File: src/rtl/adc_fmt_pkg.sv
package adc_fmt_pkg;

    localparam int SAMPLE_W = 14;
    localparam int MSB      = SAMPLE_W - 1;

    typedef logic [SAMPLE_W-1:0] sample_t;

    typedef enum logic [1:0] {
        FMT_OFFSET = 2'd0,
        FMT_TWOS   = 2'd1,
        FMT_GRAY   = 2'd2,
        FMT_SPARE  = 2'd3
    } fmt_e;

    typedef struct packed {
        logic    ovr;
        sample_t data;
    } word_t;

    localparam int WORD_W = $bits(word_t);

    typedef struct packed {
        logic sw_owned;
        logic tri_bar;
        fmt_e fmt;
    } ch_cfg_t;

    // Force an over-range sample to the rail its sign points at.
    function automatic sample_t clamp_sample(sample_t raw, logic ovr);
        if (!ovr) begin
            return raw;
        end
        return raw[MSB] ? {SAMPLE_W{1'b1}} : {SAMPLE_W{1'b0}};
    endfunction

    function automatic sample_t to_twos(sample_t b);
        return {~b[MSB], b[MSB-1:0]};
    endfunction

    function automatic sample_t to_gray(sample_t b);
        return b ^ (b >> 1);
    endfunction

endpackage

File: src/rtl/adc_fmt_regs.sv
module adc_fmt_regs
    import adc_fmt_pkg::*;
#(
    parameter int NCH      = 2,
    parameter int ADDR_W   = 8,
    parameter int DATA_W   = 8,
    parameter int REG_BASE = 'h14,
    parameter int TRI_BIT  = 4
) (
    input  logic                 clk,
    input  logic                 rst,
    input  logic                 we,
    input  logic [ADDR_W-1:0]    addr,
    input  logic [DATA_W-1:0]    wdata,
    input  logic                 fmt_pin,
    input  logic                 oeb_pin,
    output fmt_e [NCH-1:0]       ch_fmt,
    output logic [NCH-1:0]       drive_en
);

    localparam fmt_e STRAP_HI = FMT_TWOS;
    localparam fmt_e STRAP_LO = FMT_OFFSET;

    fmt_e strap_fmt;
    assign strap_fmt = fmt_pin ? STRAP_HI : STRAP_LO;

    for (genvar c = 0; c < NCH; c++) begin : g_ch
        localparam logic [ADDR_W-1:0] MY_ADDR = ADDR_W'(REG_BASE + c);

        ch_cfg_t cfg_q;
        logic    hit;

        assign hit = we && (addr == MY_ADDR);

        always_ff @(posedge clk) begin
            if (rst) begin
                cfg_q <= '{sw_owned: 1'b0, tri_bar: 1'b0, fmt: FMT_OFFSET};
            end else if (hit) begin
                cfg_q.sw_owned <= 1'b1;
                cfg_q.tri_bar  <= wdata[TRI_BIT];
                cfg_q.fmt      <= fmt_e'(wdata[1:0]);
            end
        end

        assign ch_fmt[c]   = cfg_q.sw_owned ? cfg_q.fmt : strap_fmt;
        assign drive_en[c] = !oeb_pin && !cfg_q.tri_bar;
    end

endmodule

File: src/rtl/adc_fmt_lane.sv
module adc_fmt_lane
    import adc_fmt_pkg::*;
(
    input  sample_t raw,
    input  logic    ovr_in,
    input  fmt_e    fmt,
    output word_t   word
);

    sample_t clamped;

    always_comb begin
        clamped   = clamp_sample(raw, ovr_in);
        word.ovr  = ovr_in;
        unique case (fmt)
            FMT_TWOS: word.data = to_twos(clamped);
            FMT_GRAY: word.data = to_gray(clamped);
            default:  word.data = clamped;
        endcase
    end

endmodule

File: src/rtl/adc_fmt_delay.sv
module adc_fmt_delay #(
    parameter int W     = 15,
    parameter int DEPTH = 12
) (
    input  logic         clk,
    input  logic         rst,
    input  logic [W-1:0] d,
    output logic [W-1:0] q
);

    logic [W-1:0] stage [DEPTH];

    for (genvar i = 0; i < DEPTH; i++) begin : g_stage
        if (i == 0) begin : g_head
            always_ff @(posedge clk) begin
                if (rst) stage[i] <= '0;
                else     stage[i] <= d;
            end
        end else begin : g_body
            always_ff @(posedge clk) begin
                if (rst) stage[i] <= '0;
                else     stage[i] <= stage[i-1];
            end
        end
    end

    assign q = stage[DEPTH-1];

endmodule

File: src/rtl/adc_out_formatter.sv
module adc_out_formatter
    import adc_fmt_pkg::*;
#(
    parameter int NCH      = 2,
    parameter int LATENCY  = 12,
    parameter int ADDR_W   = 8,
    parameter int DATA_W   = 8,
    parameter int REG_BASE = 'h14,
    parameter int TRI_BIT  = 4
) (
    input  logic                             clk,
    input  logic                             rst,
    input  logic                             fmt_pin,
    input  logic                             oeb_pin,
    input  logic                             cfg_we,
    input  logic [ADDR_W-1:0]                cfg_addr,
    input  logic [DATA_W-1:0]                cfg_wdata,
    input  logic [NCH-1:0][SAMPLE_W-1:0]     raw_data,
    input  logic [NCH-1:0]                   ovr_in,
    output logic [NCH-1:0][SAMPLE_W-1:0]     dout,
    output logic [NCH-1:0]                   ovr_out,
    output logic [NCH-1:0]                   drive_en
);

    fmt_e [NCH-1:0] ch_fmt;

    adc_fmt_regs #(
        .NCH      (NCH),
        .ADDR_W   (ADDR_W),
        .DATA_W   (DATA_W),
        .REG_BASE (REG_BASE),
        .TRI_BIT  (TRI_BIT)
    ) i_regs (
        .clk      (clk),
        .rst      (rst),
        .we       (cfg_we),
        .addr     (cfg_addr),
        .wdata    (cfg_wdata),
        .fmt_pin  (fmt_pin),
        .oeb_pin  (oeb_pin),
        .ch_fmt   (ch_fmt),
        .drive_en (drive_en)
    );

    for (genvar c = 0; c < NCH; c++) begin : g_lane
        word_t fmt_word;
        word_t out_word;

        adc_fmt_lane i_lane (
            .raw    (raw_data[c]),
            .ovr_in (ovr_in[c]),
            .fmt    (ch_fmt[c]),
            .word   (fmt_word)
        );

        adc_fmt_delay #(
            .W     (WORD_W),
            .DEPTH (LATENCY)
        ) i_delay (
            .clk (clk),
            .rst (rst),
            .d   (fmt_word),
            .q   (out_word)
        );

        assign dout[c]    = out_word.data;
        assign ovr_out[c] = out_word.ovr;
    end

endmodule

File: config.mk
export PLATFORM = sky130hd
export DESIGN_NAME = adc_out_formatter
export DESIGN_NICKNAME = d
export VERILOG_FILES = /design/src/rtl/adc_fmt_pkg.sv /design/src/rtl/adc_fmt_regs.sv /design/src/rtl/adc_fmt_lane.sv /design/src/rtl/adc_fmt_delay.sv /design/src/rtl/adc_out_formatter.sv
export SDC_FILE = /design/constraint.sdc
export NUM_CORES = 1
export LEC_CHECK = 0
export BUFFER_PORTS_ARGS = -buffer_cell sky130_fd_sc_hd__buf_2
export CAP_MARGIN = 20
export CORE_AREA = 4 4 162 164
export CTS_CLUSTER_DIAMETER = 50
export DETAILED_ROUTE_END_ITERATION = 8
export DIE_AREA = 0 0 166 168
export SYNTH_ARGS = -nofsm -noshare
export SYNTH_HDL_FRONTEND = slang
export SYNTH_SLANG_ARGS = --single-unit
File: constraint.sdc
create_clock -name clk -period 2.1 [get_ports clk]
set_input_delay 0.21 -clock clk [delete_from_list [all_inputs] [get_ports clk]]
set_output_delay 0.21 -clock clk [all_outputs]
set_load 0.03 [all_outputs]
Word-level counts from Yosys, hierarchy flattened
Memory sizes are Yosys's and may differ from the RTL's.
Index checks and enable logic that the tools add are counted.
{"block": "totals", "elab_cells": 85, "output_inout_bits": 32, "ff_bits": 8, "mem_bits_rw": 360, "inputBits": 51, "n_memories": 2}
{"block": "op_classes", "n_reduce_logical": 7, "n_bitwise": 28, "eq_ne": 6, "n_mux": 36}
{"memory": "g_lane[0].i_delay.stage", "depth": 12, "width": 15, "rd": 12, "rd_clocked_by_memory_dff": 0, "write_ports": 12, "line": "adc_fmt_delay.sv:11", "text": "logic [W-1:0] stage [DEPTH];"}
{"memory": "g_lane[1].i_delay.stage", "depth": 12, "width": 15, "rd": 12, "rd_clocked_by_memory_dff": 0, "write_ports": 12, "line": "adc_fmt_delay.sv:11"}
{"cell": "15-bit two-way mux", "count": 24}
{"cell": "14-bit two-way mux", "count": 4}
{"cell": "14-bit case mux with 2 select lines", "count": 2}
{"cell": "14-bit by 13-bit bitwise XOR with 14-bit output", "count": 2}
{"cell": "1-bit OR", "count": 24}
{"cell": "8-bit by 5-bit == test with 1-bit output, second input constant", "count": 2}
{"cell": "2-bit by 1-bit == test with 1-bit output, second input constant", "count": 2}
{"cell": "2-bit == test, second input constant", "count": 2}
{"cell": "1-bit logical AND", "count": 4}
{"cell": "1-bit two-way mux", "count": 4}
{"cell": "2-bit two-way mux", "count": 2}
{"cell": "1-bit zero test", "count": 3}
{"cell": "1-bit NOT", "count": 2}

Depth between registers and ports, before layout
{"block": "depth", "depth_word": 5, "mapped_depth": 8, "mapped_depth_nobuf": 6}

Cells and area by module
A second synthesis with hierarchy kept.
{"block": "unflattened", "cells_unflattened": 967, "hier_area_um2": 11957.7}
{"module": "adc_fmt_delay", "n_inst": 2, "cells_per_inst": 395, "seq_area_each_um2": 3603.5, "area_each_um2": 5297.6}
{"module": "adc_fmt_lane", "n_inst": 2, "cells_per_inst": 69, "seq_area_each_um2": 0.0, "area_each_um2": 481.7}
{"module": "adc_fmt_regs", "n_inst": 1, "cells_per_inst": 39, "seq_area_each_um2": 160.2, "area_each_um2": 399.1}

Least setup slack after synthesis
Ideal clock, no wire load.
{"block": "synth_path", "path_type": "flip-flop to flip-flop", "from": "reg i_regs.g_ch[0].cfg_q[3] in the netlist's numbering", "to": "mem g_lane[0].i_delay.stage[0][10]", "slack_ps": 395, "stages_incl_launch_ff": 8, "period_less_slack_ps": 1705, "required_time_ps": 1965, "setup_time_ps": 135, "t_arrival_ps": 1570, "n_path_buf": 2, "cell_sequence": "dfxtp_1 > mux2i_1 > ha_1 > buf_4 > or2_1 > buf_4 > o21ai_1 > a31oi_1"}
{"item": "start: declaration", "line": "adc_fmt_regs.sv:30", "text": "ch_cfg_t cfg_q;"}
{"item": "start signal: assignment", "line": "adc_fmt_regs.sv:37", "text": "cfg_q <= '{sw_owned: 1'b0, tri_bar: 1'b0, fmt: FMT_OFFSET};"}
{"item": "end: declaration", "line": "adc_fmt_delay.sv:11"}

==> impl_results.md <==
- Final Hold Vio Count: 0
- DRC: 0
- Final cell count without fillers: 1,384
- Post-layout min period: 1859 ps
- Nets: ~1,100
- Port Buffers: between 70 and 80
- Placer Congestion: 0.7785
- Setup Skew: 11.40 ps
- Ports: slightly above 80
- Placed Cells: 1,307
- #FFs+latches synth: 368
- Dpl hpwl: ~7000 microns
- Fin. max-slew vios: 0
- Cell Pwr Density: 1096 mW/mm^2
- Wire length per cell after detailed routing: 8.895 microns
- Die Footprint: 0.02789 sq mm
- Final period util: 88.54%
- Crit path kind: register to register
- Layout cell share with drive strength beyond 1: between 10% and 20%
- Status: complete, no violations
- Synth Cell Area: around 0.011 sq mm
- Drt total wl: between 10,000 and 15,000 microns
- WP data arrival: 2210 ps
- LEAKAGE: 5.224 nW
- Vias: 5,606
- Num CTS Buffers: 37
- Max Fclk: 537.9 MHz
- Startpoint type of the worst setup path: register
- Pin count of the biggest net entering global routing: 104
- Initial Util: 44.55%
- Hold Slack: 30.35 ps
- Number of global-route vias before repair: 4,869
- Critical Path End Type: register
- Delay of the slowest cell on the worst path: around 420 ps
- Row cnt: 58
- Worst-path clk slew: 60 ps
- Net count after synthesis: 1,021
- Sequential-to-total area share from yosys stat: 66.43%
- Clk_lat worst skew: 500 ps
- Area of the core: 0.02489 sq mm
- TNS Setup: 0 ps
- Power Total: 14.26 mW
- Die Ht: between 150 and 200 microns
- Final core occ: 52.27%
- Filler Cells Inserted: about 2,200
- Ant diodes: 0
- Via/cell ratio: 4.051
- Htree depth: 2
- Die width: 166 microns
- RSZ-0062 raised after global routing: no
- Worst relative slew slack: 59.54%
- # Max-Cap Violations: 0
- Cells along the critical path: mux2i_1 > ha_1 > or2_1 > o21ai_0 > a311oi_1
- GRT Overall Usage: 8.844%
- Hold crit path type: input pin to register
- Worst Path Max Fanout: 14
- CTS tree: done
- Clock Tree Root: clkbuf_16
- Ys Warns: 0
- Synth-to-Final Area Change: 17.33%
- Antenna violations before repair: 0
- CP Data Required Time: 2460 ps
- # setup viols final: 0
- Avg Inst Size Synth: 11.48 sq um
- Sink Count: 368
- Mapped Cells: 966
- First-pass GRT wire length: around 22,000 microns
- Number of DRC markers in iteration 0: 212
- Slowest stage cell, crit path: or2_1
- Clk buf depth: 3
- Post-route ant nets: 0
- Pre-antenna DRT Iters: 4
- Cell variety after synth: 34
- Worst Tran Pin Value: 606.9 ps
- Peak VDD IR: 572.0 uV
- Global route overflow: 0
==> timing repair <==
action	4_1_cts	5_1_grt
resized for setup	0	1
hold endpoints to repair	12	0
buffers inserted	0	0
endpoints found under the setup margin	0	1
hold buffers	10	0
==> cell usage after synthesis <==
library cell,count,area (sq um)
nand2_1,11,41.29
buf_1,1,3.750
nand2b_1,10,62.56
nand4bb_1,1,11.26
dfxtp_1,368,7367
a311oi_1,1,8.760
or3b_1,2,17.52
and2_1,2,12.51
nor2_1,2,7.510
xnor2_1,1,8.760
mux2i_1,8,80.08
nand3b_1,3,22.52
or2_1,2,12.51
nor4b_2,1,15.01
and3b_1,1,8.760
and4bb_1,1,12.51
a21oi_1,19,95.09
nor4b_1,1,8.760
o21ai_1,19,95.09
clkbuf_1,15,56.30
a21o_1,2,15.01
o21a_1,1,7.510
buf_6,1,11.26
o21ai_0,21,105.1
buf_4,32,240.2
buf_2,32,160.2
or4b_1,1,10.01
ha_1,4,50.05
nor2b_1,356,2227
o211ai_2,2,25.02
inv_1,8,30.03
nand3_1,1,5.000
nor3b_1,24,180.2
a31oi_1,12,75.07
==> report_power, final <==
| part | internal [mW] | switching (mW) |
|---|---|---|
| logic | 0.162 | 0.218 |
| registers | 7.07 | 0.0144 |
| clock network | 4.37 | 2.43 |
| total | 11.6 | 2.66 |
==> layer usage <==
layer  vias up  track usage, %  part of all wire, %
met3        31           3.287                  7.9
met5         -               0                    0
met1      2329           10.87                   48
met4         0           4.053                  2.6
met2       128           13.92                   42
li1       3118               -                    -
==> worst max-delay path: cells and delay by family, from the launching register on <==
| kind | cells | cell delay [ps] |
|---|---|---|
| AO/OA/AOI/OAI | 2 | 340 |
| adder cells (fa/ha/maj) | 1 | 360 |
| flip-flops | 1 | 360 |
| multiplexers | 1 | 240 |
| AND/OR/NAND/NOR | 1 | 420 |
==> worst paths after layout <==
kind              slack (ps)  depth (start not counted)                           from                              to
setup / recovery         240                          5        i_regs.g_ch[0].cfg_q[3]  g_lane[0].i_delay.stage[0][11]
hold / removal            30                          3                    raw_data[7]   g_lane[0].i_delay.stage[0][7]
setup reg to reg         240                          5        i_regs.g_ch[0].cfg_q[3]  g_lane[0].i_delay.stage[0][11]
hold reg to reg          420                          1  g_lane[1].i_delay.stage[1][3]  g_lane[1].i_delay.stage[1][18]
==> through the flow <==
| step | cell area (sq um) | setup slack [ps] |
|---|---|---|
| floorplan | 11090 | 395.2 |
| global placement | 11580 | 278.3 |
| detailed placement | 11580 | 258.5 |
| CTS | 13010 | 228.3 |
| global route | 13010 | 63.55 |
| finish | 13010 | 240.8 |
==> cell type report <==
cell class / instances / area [sq um] / share of cell area (%)
well taps: 330 / 412.9 / 3.173
repair buffers: 102 / 645.6 / 4.962
flip-flops and latches: 368 / 7367 / 56.62
multi-input cells: 509 / 3226 / 24.79
clock inverters: 9 / 183.9 / 1.414
clock buffers: 58 / 1146 / 8.809
inverters: 8 / 30.03 / 0.2308
==> flip-flops by register name (all words and copies together), names as in the netlist <==
| register | count |
|---|---|
| i_regs.g_ch.cfg_q | 8 |
| g_lane.i_delay.stage | 360 |
==> cell families (layout without fill, tap and decap cells) <==
group | Yosys count | count (layout) | synth area share, %
fa+ha+maj | 4 | 4 | 0.4513
xor+xnor | 1 | 1 | 0.07899
flops | 368 | 368 | 66.43
buf+inv | 89 | 177 | 4.524
simple gates | 419 | 419 | 23.94
mux | 8 | 8 | 0.7221
compound gates | 77 | 77 | 3.847
==> cell usage in the layout, fill, tap and decap left out, drive strengths merged <==
| cell | count |
|---|---|
| a21o | 2 |
| a21oi | 19 |
| a311oi | 1 |
| a31oi | 12 |
| and2 | 2 |
| and3b | 1 |
| and4bb | 1 |
| buf | 92 |
| bufinv | 5 |
| clkbuf | 58 |
| clkinv | 3 |
| clkinvlp | 1 |
| dfxtp | 368 |
| dlygate4sd3 | 10 |
| ha | 4 |
| inv | 8 |
| mux2i | 8 |
| nand2 | 11 |
| nand2b | 10 |
| nand3 | 1 |
| nand3b | 3 |
| nand4bb | 1 |
| nor2 | 2 |
| nor2b | 356 |
| nor3b | 24 |
| nor4b | 2 |
| o211ai | 2 |
| o21a | 1 |
| o21ai | 40 |
| or2 | 2 |
| or3b | 2 |
| or4b | 1 |
| xnor2 | 1 |
Power figures use the tool's default switching activity.
